<file path="config.mk">
export PLATFORM = sky130hd
export DESIGN_NAME = fetch_branch_predictor
export DESIGN_NICKNAME = d
export VERILOG_FILES = /design/src/rtl/bp_pkg.sv /design/src/rtl/bp_ret_stack.sv /design/src/rtl/bp_dir_pred.sv /design/src/rtl/bp_resolve.sv /design/src/rtl/fetch_branch_predictor.sv
export SDC_FILE = /design/constraint.sdc
export NUM_CORES = 1
export LEC_CHECK = 0
export ABC_CLOCK_PERIOD_IN_PS = 3350
export CAP_MARGIN = 20
export CELL_PAD_IN_SITES_DETAIL_PLACEMENT = 1
export CELL_PAD_IN_SITES_GLOBAL_PLACEMENT = 2
export CORE_ASPECT_RATIO = 1.2
export CORE_MARGIN = 5
export CORE_UTILIZATION = 41
export DETAILED_ROUTE_END_ITERATION = 6
export PLACE_DENSITY_LB_ADDON = 0.1
export SYNTH_ARGS = -nofsm -noshare
export SYNTH_HDL_FRONTEND = slang
export SYNTH_SLANG_ARGS = --single-unit
</file>
<file path="constraint.sdc">
create_clock -name clk -period 3.35 [get_ports clk]
set_clock_uncertainty 0.2 [all_clocks]
set_input_delay 0.67 -clock clk [delete_from_list [all_inputs] [get_ports clk]]
set_output_delay 0.67 -clock clk [all_outputs]
set_load 0.03 [all_outputs]
</file>
<file path="src/rtl/bp_pkg.sv">
package bp_pkg;

  typedef enum logic [2:0] {
    BC_NONE = 3'd0,
    BC_BRA  = 3'd1,
    BC_JMP  = 3'd2,
    BC_CALL = 3'd3,
    BC_RET  = 3'd4,
    BC_BCC  = 3'd5
  } bclass_e;

  typedef enum logic [2:0] {
    AM_IND  = 3'd0,
    AM_PINC = 3'd1,
    AM_PDEC = 3'd2,
    AM_DAN  = 3'd3,
    AM_XAN  = 3'd4,
    AM_DPC  = 3'd5,
    AM_XPC  = 3'd6,
    AM_ABS  = 3'd7
  } amode_e;

  localparam logic [3:0] COST_ACC_SLOW = 4'd3;
  localparam logic [3:0] COST_ACC_MID  = 4'd2;
  localparam logic [3:0] COST_ACC_FAST = 4'd1;
  localparam logic [3:0] COST_FIXED    = 4'd5;
  localparam logic [3:0] COST_RET_OK   = 4'd2;
  localparam logic [3:0] COST_RET_BAD  = 4'd9;
  localparam logic [3:0] COST_RET_NONE = 4'd8;
  localparam logic [3:0] COST_BC_HIT   = 4'd0;
  localparam logic [3:0] COST_BC_TBL   = 4'd1;
  localparam logic [3:0] COST_BC_MISS  = 4'd8;

  function automatic int tag_width(int aw, int depth, int lw);
    return 7 + aw + $clog2(depth) + $clog2(depth + 1) + lw;
  endfunction

endpackage

</file>
<file path="src/rtl/bp_ret_stack.sv">
module bp_ret_stack #(
  parameter  int DEPTH = 4,
  parameter  int AW    = 32,
  localparam int SPW   = $clog2(DEPTH),
  localparam int CW    = $clog2(DEPTH + 1)
) (
  input  logic           clk,
  input  logic           rst_n,
  input  logic           push,
  input  logic [AW-1:0]  push_addr,
  input  logic           pop,
  input  logic           restore,
  input  logic [SPW-1:0] restore_sp,
  input  logic [CW-1:0]  restore_cnt,
  output logic           top_vld,
  output logic [AW-1:0]  top_addr,
  output logic [SPW-1:0] sp_nxt,
  output logic [CW-1:0]  cnt_nxt
);

  localparam logic [SPW-1:0] SP_ONE  = SPW'(1);
  localparam logic [CW-1:0]  CNT_ONE = CW'(1);
  localparam logic [CW-1:0]  CNT_MAX = CW'(DEPTH);

  logic [AW-1:0]  stk_q [DEPTH];
  logic [SPW-1:0] sp_q;
  logic [CW-1:0]  cnt_q;
  logic           wr_en;
  logic [SPW-1:0] top_idx;

  assign top_idx  = sp_q - SP_ONE;
  assign top_vld  = (cnt_q != '0);
  assign top_addr = stk_q[top_idx];

  always_comb begin
    sp_nxt  = sp_q;
    cnt_nxt = cnt_q;
    wr_en   = 1'b0;
    if (restore) begin
      sp_nxt  = restore_sp;
      cnt_nxt = restore_cnt;
    end else if (push) begin
      wr_en   = 1'b1;
      sp_nxt  = sp_q + SP_ONE;
      cnt_nxt = (cnt_q == CNT_MAX) ? cnt_q : cnt_q + CNT_ONE;
    end else if (pop && top_vld) begin
      sp_nxt  = top_idx;
      cnt_nxt = cnt_q - CNT_ONE;
    end
  end

  always_ff @(posedge clk or negedge rst_n) begin
    if (!rst_n) begin
      sp_q  <= '0;
      cnt_q <= '0;
    end else begin
      sp_q  <= sp_nxt;
      cnt_q <= cnt_nxt;
    end
  end

  always_ff @(posedge clk) begin
    if (wr_en) stk_q[sp_q] <= push_addr;
  end

  a_r7_cnt_bound: assert property (@(posedge clk) disable iff (!rst_n)
    cnt_q <= CNT_MAX);

  a_r4_push_grows: assert property (@(posedge clk) disable iff (!rst_n)
    (push && !restore && cnt_q < CNT_MAX) |=> (cnt_q == $past(cnt_q) + CNT_ONE));

endmodule

</file>
<file path="src/rtl/bp_dir_pred.sv">
module bp_dir_pred #(
  parameter  int AW   = 32,
  parameter  int IDXW = 4,
  localparam int N    = 1 << IDXW,
  localparam int TGW  = AW - IDXW
) (
  input  logic          clk,
  input  logic          rst_n,
  input  logic [AW-1:0] lk_pc,
  output logic          lk_taken,
  output logic          lk_hit,
  output logic [AW-1:0] lk_tgt,
  input  logic          up_en,
  input  logic [AW-1:0] up_pc,
  input  logic          up_taken,
  input  logic [AW-1:0] up_tgt
);

  logic [1:0]      ctr_q  [N];
  logic            vld_q  [N];
  logic [TGW-1:0]  key_q  [N];
  logic [AW-1:0]   tgt_q  [N];

  logic [IDXW-1:0] lk_idx, up_idx;
  logic [TGW-1:0]  lk_key, up_key;
  logic [1:0]      ctr_cur, ctr_upd;

  assign lk_idx = lk_pc[IDXW:1];
  assign lk_key = {lk_pc[AW-1:IDXW+1], lk_pc[0]};
  assign up_idx = up_pc[IDXW:1];
  assign up_key = {up_pc[AW-1:IDXW+1], up_pc[0]};

  assign lk_taken = ctr_q[lk_idx][1];
  assign lk_hit   = vld_q[lk_idx] && (key_q[lk_idx] == lk_key);
  assign lk_tgt   = tgt_q[lk_idx];

  always_comb begin
    ctr_cur = ctr_q[up_idx];
    if (up_taken) ctr_upd = (ctr_cur == 2'b11) ? 2'b11 : ctr_cur + 2'b01;
    else          ctr_upd = (ctr_cur == 2'b00) ? 2'b00 : ctr_cur - 2'b01;
  end

  always_ff @(posedge clk or negedge rst_n) begin
    if (!rst_n) begin
      for (int i = 0; i < N; i++) begin
        ctr_q[i] <= 2'b01;
        vld_q[i] <= 1'b0;
      end
    end else if (up_en) begin
      ctr_q[up_idx] <= ctr_upd;
      if (up_taken) vld_q[up_idx] <= 1'b1;
    end
  end

  always_ff @(posedge clk) begin
    if (up_en && up_taken) begin
      key_q[up_idx] <= up_key;
      tgt_q[up_idx] <= up_tgt;
    end
  end

  a_r9_alloc: assert property (@(posedge clk) disable iff (!rst_n)
    (up_en && up_taken) |=> (vld_q[$past(up_idx)] && key_q[$past(up_idx)] == $past(up_key)));

  a_r8_saturate: assert property (@(posedge clk) disable iff (!rst_n)
    (up_en && up_taken && ctr_q[up_idx] == 2'b11) |=> (ctr_q[$past(up_idx)] == 2'b11));

endmodule

</file>
<file path="src/rtl/bp_resolve.sv">
module bp_resolve
  import bp_pkg::*;
#(
  parameter int AW = 32,
  parameter int LW = 3
) (
  input  logic [2:0]    cls,
  input  logic          accel,
  input  logic          hit,
  input  logic          ptaken,
  input  logic          rpred,
  input  logic [AW-1:0] ptgt,
  input  logic [LW-1:0] lvl,
  input  logic          x_taken,
  input  logic [AW-1:0] x_next,
  output logic [3:0]    cost,
  output logic          flush
);

  always_comb begin
    cost  = '0;
    flush = 1'b0;
    unique case (bclass_e'(cls))
      BC_BRA, BC_JMP, BC_CALL: begin
        if (accel) begin
          if (lvl == '0)               cost = COST_ACC_SLOW;
          else if (lvl == LW'(1))      cost = COST_ACC_MID;
          else                         cost = COST_ACC_FAST;
        end else begin
          cost  = COST_FIXED;
          flush = 1'b1;
        end
      end
      BC_RET: begin
        if (!rpred) begin
          cost  = COST_RET_NONE;
          flush = 1'b1;
        end else if (ptgt == x_next) begin
          cost  = COST_RET_OK;
        end else begin
          cost  = COST_RET_BAD;
          flush = 1'b1;
        end
      end
      BC_BCC: begin
        if (ptaken != x_taken) begin
          cost  = COST_BC_MISS;
          flush = 1'b1;
        end else if (x_taken && hit) begin
          cost  = COST_BC_HIT;
        end else begin
          cost  = COST_BC_TBL;
        end
      end
      default: begin
        cost  = '0;
        flush = 1'b0;
      end
    endcase
  end

endmodule

</file>
<file path="src/rtl/fetch_branch_predictor.sv">
module fetch_branch_predictor
  import bp_pkg::*;
#(
  parameter  int AW        = 32,
  parameter  int RAS_DEPTH = 4,
  parameter  int IDXW      = 4,
  parameter  int LW        = 3,
  localparam int TAGW      = tag_width(AW, RAS_DEPTH, LW)
) (
  input  logic            clk,
  input  logic            rst_n,
  input  logic            f_valid,
  input  logic [AW-1:0]   f_pc,
  input  logic [2:0]      f_class,
  input  logic [2:0]      f_mode,
  input  logic [3:0]      f_len,
  input  logic [AW-1:0]   f_opnd,
  input  logic [LW-1:0]   fifo_level,
  output logic            p_valid,
  output logic            p_redir,
  output logic [AW-1:0]   p_addr,
  output logic [TAGW-1:0] p_tag,
  input  logic            x_valid,
  input  logic [AW-1:0]   x_pc,
  input  logic            x_taken,
  input  logic [AW-1:0]   x_next,
  input  logic [TAGW-1:0] x_tag,
  output logic            r_valid,
  output logic [3:0]      r_cost,
  output logic            r_flush,
  output logic [AW-1:0]   r_addr
);

  localparam int SPW = $clog2(RAS_DEPTH);
  localparam int CW  = $clog2(RAS_DEPTH + 1);

  typedef struct packed {
    logic [2:0]     cls;
    logic           accel;
    logic           hit;
    logic           ptaken;
    logic           rpred;
    logic [AW-1:0]  ptgt;
    logic [SPW-1:0] sp;
    logic [CW-1:0]  cnt;
    logic [LW-1:0]  lvl;
  } rec_t;

  bclass_e        fcls;
  amode_e         fmode;
  rec_t           f_rec, x_rec;
  logic           fv, eligible, redir_d;
  logic [AW-1:0]  rel_tgt, acc_tgt, redir_addr_d;
  logic           ras_push, ras_pop, ras_top_vld;
  logic [AW-1:0]  ras_top;
  logic [SPW-1:0] ras_sp_nxt;
  logic [CW-1:0]  ras_cnt_nxt;
  logic           dp_taken, dp_hit;
  logic [AW-1:0]  dp_tgt;
  logic [3:0]     res_cost;
  logic           res_flush, flush_now, dp_upd;

  logic            p_valid_q, p_redir_q, r_valid_q, r_flush_q;
  logic [AW-1:0]   p_addr_q, r_addr_q;
  logic [TAGW-1:0] p_tag_q;
  logic [3:0]      r_cost_q;

  assign fcls  = bclass_e'(f_class);
  assign fmode = amode_e'(f_mode);
  assign x_rec = rec_t'(x_tag);

  // Resolution path
  bp_resolve #(.AW(AW), .LW(LW)) u_res (
    .cls(x_rec.cls), .accel(x_rec.accel), .hit(x_rec.hit), .ptaken(x_rec.ptaken),
    .rpred(x_rec.rpred), .ptgt(x_rec.ptgt), .lvl(x_rec.lvl),
    .x_taken(x_taken), .x_next(x_next), .cost(res_cost), .flush(res_flush)
  );

  assign flush_now = x_valid && res_flush;
  assign dp_upd    = x_valid && (bclass_e'(x_rec.cls) == BC_BCC);

  // Fetch path; a fetch in a flushing cycle is wrong-path and is dropped
  assign fv       = f_valid && !flush_now && (fcls != BC_NONE);
  assign eligible = (fcls == BC_BRA) ||
                    (((fcls == BC_JMP) || (fcls == BC_CALL)) &&
                     ((fmode == AM_DPC) || (fmode == AM_ABS)));
  assign rel_tgt  = f_pc + f_opnd;
  assign acc_tgt  = ((fcls != BC_BRA) && (fmode == AM_ABS)) ? f_opnd : rel_tgt;
  assign ras_push = fv && (fcls == BC_CALL);
  assign ras_pop  = fv && (fcls == BC_RET);

  bp_ret_stack #(.DEPTH(RAS_DEPTH), .AW(AW)) u_ras (
    .clk(clk), .rst_n(rst_n),
    .push(ras_push), .push_addr(f_pc + AW'(f_len)), .pop(ras_pop),
    .restore(flush_now), .restore_sp(x_rec.sp), .restore_cnt(x_rec.cnt),
    .top_vld(ras_top_vld), .top_addr(ras_top),
    .sp_nxt(ras_sp_nxt), .cnt_nxt(ras_cnt_nxt)
  );

  bp_dir_pred #(.AW(AW), .IDXW(IDXW)) u_dir (
    .clk(clk), .rst_n(rst_n),
    .lk_pc(f_pc), .lk_taken(dp_taken), .lk_hit(dp_hit), .lk_tgt(dp_tgt),
    .up_en(dp_upd), .up_pc(x_pc), .up_taken(x_taken), .up_tgt(x_next)
  );

  always_comb begin
    redir_d      = 1'b0;
    redir_addr_d = acc_tgt;
    f_rec        = '0;
    f_rec.cls    = f_class;
    f_rec.sp     = ras_sp_nxt;
    f_rec.cnt    = ras_cnt_nxt;
    f_rec.lvl    = fifo_level;
    if (eligible) begin
      redir_d     = 1'b1;
      f_rec.accel = 1'b1;
      f_rec.ptgt  = acc_tgt;
    end else if (fcls == BC_RET) begin
      redir_d      = ras_top_vld;
      redir_addr_d = ras_top;
      f_rec.rpred  = ras_top_vld;
      f_rec.ptgt   = ras_top;
    end else if (fcls == BC_BCC) begin
      redir_d      = dp_taken;
      redir_addr_d = dp_hit ? dp_tgt : rel_tgt;
      f_rec.ptaken = dp_taken;
      f_rec.hit    = dp_hit && dp_taken;
      f_rec.ptgt   = redir_addr_d;
    end
  end

  always_ff @(posedge clk or negedge rst_n) begin
    if (!rst_n) begin
      p_valid_q <= 1'b0;
      p_redir_q <= 1'b0;
      r_valid_q <= 1'b0;
      r_flush_q <= 1'b0;
    end else begin
      p_valid_q <= fv;
      p_redir_q <= fv && redir_d;
      r_valid_q <= x_valid;
      r_flush_q <= flush_now;
    end
  end

  always_ff @(posedge clk) begin
    if (fv) begin
      p_addr_q <= redir_addr_d;
      p_tag_q  <= f_rec;
    end
    if (x_valid) begin
      r_cost_q <= res_cost;
      r_addr_q <= x_next;
    end
  end

  assign p_valid = p_valid_q;
  assign p_redir = p_redir_q;
  assign p_addr  = p_addr_q;
  assign p_tag   = p_tag_q;
  assign r_valid = r_valid_q;
  assign r_cost  = r_cost_q;
  assign r_flush = r_flush_q;
  assign r_addr  = r_addr_q;

  a_r12_flush_drops_fetch: assert property (@(posedge clk) disable iff (!rst_n)
    r_flush |-> !p_valid);

  a_r2_flush_cost: assert property (@(posedge clk) disable iff (!rst_n)
    r_flush |-> (r_cost >= 4'd5));

endmodule

</file>
==> results of run 1 <==
cell usage after synthesis, types with 17 or more instances:
cell      instances  area (um^2)
a31oi_1          32          200
mux2_2           45          507
buf_2            52          260
o21ai_0          59          295
edfxtp_1       1203        36100
mux4_2          315         7090
a211oi_1         17          128
or2_2            26          163
xnor2_1         114          998
nand4_1          34          213
and2_1           23          144
o211ai_1         20          150
a21oi_1          65          325
nor2_1          107          402
buf_1            23         86.3
nor3_1           30          150
xor2_1           31          272
nand2_1         132          495
clkbuf_1         70          263
and3_1           35          219
inv_1            29          109
ha_1             42          526
mux2i_1          83          831
dfrtp_1          41         1030
nand3_1          33          165
registers in the layout (all words and copies together), names as in the netlist, 3 cells and up:
signal / count
u_dir.vld_q: 16
u_dir.key_q: 448
p_addr: 32
p_tag: 47
r_cost: 4
r_addr: 32
u_ras.cnt_q: 3
u_ras.stk_q: 128
u_dir.tgt_q: 512
u_dir.ctr_q: 32
critical path, stage by stage:
cell and delay [ns]:
buf_12 0.20, buf_4 0.25, inv_6 0.10, buf_12 0.17, buf_12 0.16, mux2i_1 0.13
mux2i_1 0.32, xor2_1 0.21, or2_2 0.37, nor4_4 0.28, buf_6 0.16, buf_6 0.10
nand3_4 0.19, mux2i_1 0.19, or3_1 0.34
final cells by class:
class,instances,area share
repair buffers,972,0.141
well taps,1690,0.0302
clock inverters,66,0.00936
flip-flops and latches,1260,0.536
inverters,33,0.00184
diodes,2,0.0000714
clock buffers,171,0.0508
multi-input cells,1454,0.231
per-layer routing:
metal | up-vias | global-route usage | routed length (um)
li1 | 13736 | - | -
met1 | 17141 | 0.338 | 74100
met2 | 980 | 0.456 | 92700
met3 | 232 | 0.0398 | 9040
met4 | 0 | 0.0699 | 5170
met5 | - | 0 | 0
path summary, 6_finish.rpt:
kind / to / slack (ns) / from
min in group asynchronous: u_ras.cnt_q[2]$_DFF_PN0_ / 0.41 / rst_n
setup / recovery: p_addr[27]$_DFFE_PP_ / -0.29 / f_pc[1]
setup reg to reg: p_addr[27]$_DFFE_PP_ / -0.24 / u_dir.key_q[14][10]$_DFFE_PP_
hold reg to reg: u_dir.vld_q[3]$_DFFE_PN0P_ / 0.27 / u_dir.vld_q[3]$_DFFE_PN0P_
hold / removal: r_addr[22]$_DFFE_PP_ / 0.14 / x_valid
max in group asynchronous: u_dir.ctr_q[13]$_DFFE_PN0P_ / 1.89 / rst_n
through the flow:
stage                     power (mW)  hold slack (ns)  cells
after floorplan                 20.9            0.174   2903
after global placement          23.6            0.246   5341
after detailed placement        23.7            0.254   5341
after CTS                       38.2           0.0727   5611
after global routing            39.4            0.104   5646
final                           38.0            0.141   5648
power groups by stage:
stage	sequential, mW	clock, mW	combinational (mW)
after floorplan	18.4	0	2.50
after global placement	18.1	0	5.52
after detailed placement	18.1	0	5.62
after CTS	17.8	14.7	5.80
after global routing	17.8	15.4	6.23
final	17.8	14.3	5.93
cell families (layout without fill, tap and decap cells):
logic type      Yosys count  after routing  synth area share
buf+inv                 190           1242            0.0156
fa+ha+maj                46             46            0.0110
xor+xnor                145            145            0.0238
simple gates            497            498            0.0473
other cells               0              2                 0
compound gates          322            322            0.0406
flops                  1260           1260             0.704
mux                     443            443             0.158
what timing repair did:
action                                  in CTS  in global routing
pin swaps                                   39                 47
hold endpoints to repair                    41                  0
cloned                                       8                  6
endpoints found under the setup margin     282                242
setup buffers                               29                 35
resized for setup                          150                136
hold buffers                                 1                  0
==> impl_metrics.ini, run 1 <==
[outcome]
status = finished with violations
violations = setup timing

[die]
die_y_um = 405
start_util = 0.411
fp-row-count = 145
core_mm2 = 0.130
pin_count = 312
die_area_mm2 = 0.138
fp.dieW_um = 339

[detailed_routing]
drc = 0
first_iter_violations = 2549
ant_nets = 0
via_per_inst = 5.68
first_pass_iters = 5
wl_per_cell_um = 32.0
vias = 32089
wl_um = 181000

[yosys]
ys_ff_latch = 1260
synthCells = 2903
synth_cell_types = 73
synth_fp_nets = 3140
syn_area_mm2 = 0.0534
synth_top_flop_cell = edfxtp_1
yosys_warnings = 0
synthArstFlopShare = 0.0452
synth-edff-count = 1203
ys_seq_area_frac = 0.704
postSynthAreaPerCell_um2 = 18.4

[run]
drv_cap = 0

[timing]
slew_viol_final = 0
worst_pin_slew_ns = 0.898
finalCriticalPeriod_ns = 3.64
finalWorstSetupSlack_ns = -0.290
hold_viol = 0
setup_viol = 65
layout_worst_path_cycle_share = 1.09
rsz0062_at_grt = true
finalSetupTns_ns = -11.52
slew_headroom = 0.401
max_freq_ghz = 0.275

[pwr]
power.internal_mw = 28.3
power_frac_clock = 0.377
p_leak_nw = 24.3
comb_power_share = 0.156
p_sw_frac = 0.256
p_seq_frac = 0.467
switchingPower_mw = 9.72
power_per_cell_area_mw_per_mm2 = 543
irDropWorstVdd_mv = 0.442

[cells_and_area]
final_common_cell = edfxtp_1
final_cell_mix = edfxtp_1, buf_4, mux4_2
seqCellArea_mm2 = 0.0376
area_growth_pct = 31.3
nets = 4089
drive_gt1_frac = 0.368
fillCellCount = 11767
post-route-cell-area_mm2 = 0.0701
multi_input_area_mm2 = 0.0162
fin_util = 0.540

[cts]
cts-root-buf = clkbuf_16
path_clk_slew_ns = 0.06
cts.sink_count = 1260
cts_made_buffers = 131
cts_max_level = 4
clk_path_buf_depth = 3
clock_latency_ns = 0.78
cts_tree = yes

[worst_setup_path]
arrival_ns = 3.92
worstSetupEndpointType = flop
crit_type = input port to flop
worst_ep_required_time_ns = 3.63
worstPathMaxFanout = 21
reg2reg_depth = 11
worstSetupStartpointType = input port

[placement]
gp_congestion = 0.932
place_hpwl_um = 126000
dpl_cell_area_mm2 = 0.0638
io_buffers = 311
dp_slack_ns = -1.37

[global_routing]
grt_usage = 0.259
grt_max_degree = 113
antenna_found_initial = 6
grt_pass1_vias = 34612
overflow = 0
grt_pass1_wl_um = 256000

[hold_path]
hold_depth = 1
min_path_type = input port to flop
Note: power is estimated with default switching activity, not from simulation.
==> inputs of run 2 (changes only) <==
Settings changed: CTS_BUF_LIST set to sky130_fd_sc_hd__clkbuf_16.
==> run 2 against run 1 <==
The flow still finishes with violations (setup timing); combinational power barely moved; clock power barely moved; die area unchanged; via count is 0.23% lower; count of clock-buffer cells in the layout fell by 37; sequential cell count stayed put; core utilization shrank 0.22 points; global-route usage is essentially flat; total power fell by 0.68%; critical path type unchanged; critical endpoint is now p_tag[19]$_DFFE_PP_; largest cell class unchanged; largest power group unchanged.
==> impl_metrics.ini, run 2 (same netlist as run 1, synthesis figures left out) <==
[timing]
slew_viol_final = 0
max_freq_ghz = 0.276
hold-worst-slack_ns = 0.147
layout_worst_path_cycle_share = 1.08
slew_headroom = 0.398
finalCriticalPeriod_ns = 3.62
setup_viol = 65
hold_viol = 0
rsz0062_at_grt = true
finalSetupTns_ns = -10.68
finalWorstSetupSlack_ns = -0.274
worst_pin_slew_ns = 0.903

[die]
pin_count = 312
start_util = 0.411
core_mm2 = 0.130
die_y_um = 405
fp-row-count = 145
fp.dieW_um = 339
die_area_mm2 = 0.138

[placement]
dpl_cell_area_mm2 = 0.0638
io_buffers = 311
gp_congestion = 0.932
dp_slack_ns = -1.37
place_hpwl_um = 126000
place_inst = 5341

[worst_setup_path]
path_buf_inv = 7
arrival_ns = 3.90
worst_ep_required_time_ns = 3.63
worstSetupEndpointType = flop
cp_top_family = buffers and inverters
worstPathMaxFanout = 21
slowest_delay_ns = 0.37
crit_type = input port to flop
cp_cell_sequence = buf_12 > buf_4 > inv_6 > buf_12 > buf_12 > mux2i_1 > mux2i_1 > xor2_1 > or2_2 > nor4_4 > buf_4 > buf_6 > nand3_4 > mux2i_1 > a211o_1
worstSetupStartpointType = input port
cp_slowest_cell = or2_2

[cts]
cts.sink_count = 1260
path_clk_slew_ns = 0.06
cts-root-buf = clkbuf_16
clk_path_buf_depth = 3
clock_latency_ns = 0.78
cts_max_level = 4
cts_tree = yes
cts_made_buffers = 131

[cells_and_area]
top_regs = u_dir.tgt_q: 512 flops, u_dir.key_q: 448 flops, u_ras.stk_q: 128 flops
drive_gt1_frac = 0.362
post-route-cell-area_mm2 = 0.0698
fin_util = 0.538
multi_input_area_mm2 = 0.0162
final_cell_mix = edfxtp_1, buf_4, mux4_2
largest_register_ffs = 512
area_growth_pct = 30.7
fillCellCount = 11786
seqCellArea_mm2 = 0.0376
final_common_cell = edfxtp_1
nets = 4078
top_register = u_dir.tgt_q
stdcell_count = 5637

[global_routing]
grt_pass1_wl_um = 256000
busiest_layer = met2
grt_pass1_vias = 34637
antenna_found_initial = 6
gr-usage-met3 = 0.0405
overflow = 0
grt_max_degree = 113
grt_usage = 0.259
met2_usage = 0.455
grt_util_met1 = 0.337

[detailed_routing]
wl_per_cell_um = 31.8
drc = 0
via_per_inst = 5.68
vias = 32016
first_pass_iters = 6
first_iter_violations = 2497
wl_um = 179000
ant_nets = 0

[run]
drv_cap = 0

[pwr]
power.total_mw = 37.8
irDropWorstVdd_mv = 0.444
power_per_cell_area_mw_per_mm2 = 541
p_leak_nw = 24.3

[outcome]
violations = setup timing
status = finished with violations

[hold_path]
min_path_type = input port to flop
[run 2: worst register-to-register path: cells and delay by family, from the launching register on]
kind            cells  cell delay [ns]
compound gates      2             0.58
xor+xnor            1             0.10
buf+inv             2             0.26
flops               1             0.40
mux                 3             0.93
simple gates        3             0.84
[run 2: routing by layer]
layer,wire [um],part of all wire
met1,73000,0.41
met2,91300,0.51
met3,9130,0.051
met4,5690,0.032
met5,0,0
[run 2: path summary, 6_finish.rpt]
| path | slack, ns | start | cells past startpoint | endpoint |
|---|---|---|---|---|
| worst max-delay path | -0.27 | f_pc[1] | 15 | p_tag[19]$_DFFE_PP_ |
| worst min-delay path | 0.15 | x_valid | 1 | r_addr[22]$_DFFE_PP_ |
| worst max register to register | -0.25 | u_dir.key_q[14][10]$_DFFE_PP_ | 11 | p_tag[19]$_DFFE_PP_ |
| worst min register to register | 0.27 | u_dir.vld_q[12]$_DFFE_PN0P_ | 1 | u_dir.vld_q[12]$_DFFE_PN0P_ |
| max in group asynchronous | 1.88 | rst_n | 3 | u_dir.ctr_q[13]$_DFFE_PN0P_ |
| min in group asynchronous | 0.41 | rst_n | 3 | u_ras.cnt_q[2]$_DFF_PN0_ |
[run 2: repair_timing]
| item | 4_1_cts | 5_1_grt |
|---|---|---|
| hold buffers | 1 | 0 |
| endpoints found under the hold margin | 41 | 0 |
| gates cloned | 7 | 0 |
| endpoints found under the setup margin | 282 | 242 |
| gates resized for setup | 158 | 115 |
| pin swaps | 48 | 36 |
| buffers inserted | 34 | 22 |
[run 2: cell type report]
type                       instances  share of cell area
inverter                          33             0.00185
clock inverter                   103              0.0114
multi-input combinational       1453               0.232
sequential                      1260               0.538
tap                             1690              0.0303
antenna                            2           0.0000717
clock buffer                     134              0.0480
timing repair buffer             962               0.138
[run 2: power breakdown]
part / switching [mW] / internal, mW / leakage [nW]
registers: 0.160 / 17.6 / 11.6
logic: 3.29 / 2.63 / 10.6
clock network: 6.26 / 7.82 / 2.15
total: 9.72 / 28.1 / 24.3
==> inputs of run 3 (changes only) <==
Settings changed: ABC_CLOCK_PERIOD_IN_PS 3350 to 3600, CORE_UTILIZATION 41 to 46, GPL_TIMING_DRIVEN set to 0, SETUP_SLACK_MARGIN set to 0.3.
Clock period 3.35 ns to 3.6 ns, I/O delays scaled along.
==> run 3 against run 2 <==
Highest routed layer unchanged; combinational power fell by 7.3%; critical path depth grew 5; total power is 9.3% lower; the run still ends with setup timing left; non-clock buffer count down 352.
==> impl_metrics.ini, run 3 (same netlist as run 1, synthesis figures left out) <==
[cells_and_area]
top_register = u_dir.tgt_q
drive_gt1_frac = 0.324
area_growth_pct = 25.5
stdcell_count = 5131
fillCellCount = 10119
top_regs = u_dir.tgt_q: 512 flops, u_dir.key_q: 448 flops, u_ras.stk_q: 128 flops
final_common_cell = edfxtp_1
largest_register_ffs = 512
nets = 3734
fin_util = 0.579
post-route-cell-area_mm2 = 0.0670
final_cell_mix = edfxtp_1, mux4_2, clkdlybuf4s50_1

[die]
pin_count = 312
fp.dieW_um = 321
die_y_um = 383
start_util = 0.461
core_mm2 = 0.116
fp-row-count = 137
die_area_mm2 = 0.123

[cts]
cts.sink_count = 1260
clk_path_buf_depth = 3
cts-root-buf = clkbuf_16
cts_max_level = 3
clock_latency_ns = 0.76
path_clk_slew_ns = 0.06
cts_made_buffers = 121
cts_tree = yes

[detailed_routing]
first_iter_violations = 3079
wl_um = 184000
via_per_inst = 6.20
wl_per_cell_um = 35.8
vias = 31796
first_pass_iters = 5
drc = 0
ant_nets = 0

[global_routing]
grt_pass1_wl_um = 252000
grt_pass1_vias = 33159
overflow = 0
grt_max_degree = 57
grt_usage = 0.289
antenna_found_initial = 7

[placement]
io_buffers = 308
gp_congestion = 0.932
place_hpwl_um = 121000
dpl_cell_area_mm2 = 0.0595
place_inst = 4759

[pwr]
p_leak_nw = 22.6
comb_power_share = 0.160
irDropWorstVdd_mv = 0.426
p_sw_frac = 0.263
power.total_mw = 34.3
power_frac_clock = 0.357
power.internal_mw = 25.3
switchingPower_mw = 9.01
p_seq_frac = 0.483
power_per_cell_area_mw_per_mm2 = 511

[timing]
rsz0062_at_grt = true
finalWorstSetupSlack_ns = -0.131
finalSetupTns_ns = -2.65
finalCriticalPeriod_ns = 3.73
setup_viol = 36
hold_viol = 0
slew_headroom = 0.0628
slew_viol_final = 0
max_freq_ghz = 0.268
worst_pin_slew_ns = 1.41
layout_worst_path_cycle_share = 1.04

[worst_setup_path]
cp_cell_sequence = buf_12 > buf_12 > buf_12 > buf_12 > mux4_2 > mux2i_2 > mux2i_2 > xnor2_1 > o211ai_1 > buf_4 > nor4_4 > buf_4 > buf_6 > buf_6 > buf_6 > and3_4 > buf_12 > buf_16 > o21ai_2 > o211a_1
crit_start = f_pc[1]
worstPathMaxFanout = 8
worst_ep_required_time_ns = 3.89
worstSetupEndpointType = flop
cp_slowest_cell = mux4_2
crit_type = input port to flop
slowest_delay_ns = 0.53
worstSetupStartpointType = input port
arrival_ns = 4.02
crit_path_frequent_cell = buf_12
reg2reg_from = u_dir.key_q[12][10]$_DFFE_PP_

[hold_path]
min_path_type = input port to asynchronous set/reset pin

[outcome]
status = finished with violations
violations = setup timing

[run]
drv_cap = 0
run 3: through the flow:
stage / hold WS [ns] / setup slack, ns
after floorplan: 0.224 / -0.152
after global placement: 0.247 / -2.97
after detailed placement: 0.253 / -2.87
after CTS: 0.0685 / -0.0853
after global routing: 0.0937 / -0.221
final: 0.119 / -0.131
run 3: timing repair:
item,4_1_cts,5_1_grt
hold endpoints to repair,41,0
setup buffers,72,48
setup endpoints to repair,475,820
resized for setup,408,252
pin swaps,44,31
gates cloned,13,11
hold buffers,1,0
run 3: critical path: cells and delay by family:
family          cells  cell delay (ns)
mux                 3             0.92
compound gates      3             0.32
xor+xnor            1             0.20
simple gates        2             0.51
buf+inv            11             1.31
run 3: worst paths after layout:
check / to / slack (ns) / cells past startpoint
worst min-delay path: p_valid$_DFF_PN0_ / 0.12 / 2
worst max register to register: p_tag[24]$_DFFE_PP_ / -0.06 / 12
worst min register to register: u_dir.vld_q[0]$_DFFE_PN0P_ / 0.27 / 1
min in group clk: r_addr[2]$_DFFE_PP_ / 0.17 / 1
worst max-delay path: p_addr[29]$_DFFE_PP_ / -0.13 / 20
max in group asynchronous: u_dir.ctr_q[14]$_DFFE_PN1P_ / 2.44 / 3
run 3: routing by layer:
metal | routed length, um | part of all wire | GRT usage | vias up
met5 | 0 | 0 | 0 | -
met4 | 7430 | 0.040 | 0.0906 | 0
met3 | 11000 | 0.060 | 0.0386 | 277
met2 | 92800 | 0.51 | 0.500 | 1283
met1 | 72300 | 0.39 | 0.382 | 17181
li1 | - | - | - | 13055
run 3: power by group through the flow:
stage,clock [mW],sequential [mW],combinational (mW)
after floorplan,0,17.1,2.33
after global placement,0,16.8,4.67
after detailed placement,0,16.8,4.78
after CTS,12.4,16.5,5.18
after global routing,13.1,16.6,5.68
final,12.2,16.5,5.49
run 3: area by class of cell:
type                            count  area (um^2)  area share
Tap cell                         1529         1910      0.0285
Multi-Input combinational cell   1471        17000       0.254
Clock inverter                    102          724      0.0108
Timing Repair Buffer              454         4940      0.0737
Clock buffer                      123         3080      0.0459
Buffer                            156         1600      0.0238
Inverter                           33          140     0.00209
Antenna cell                        3         7.51    0.000112
Sequential cell                  1260        37600       0.561
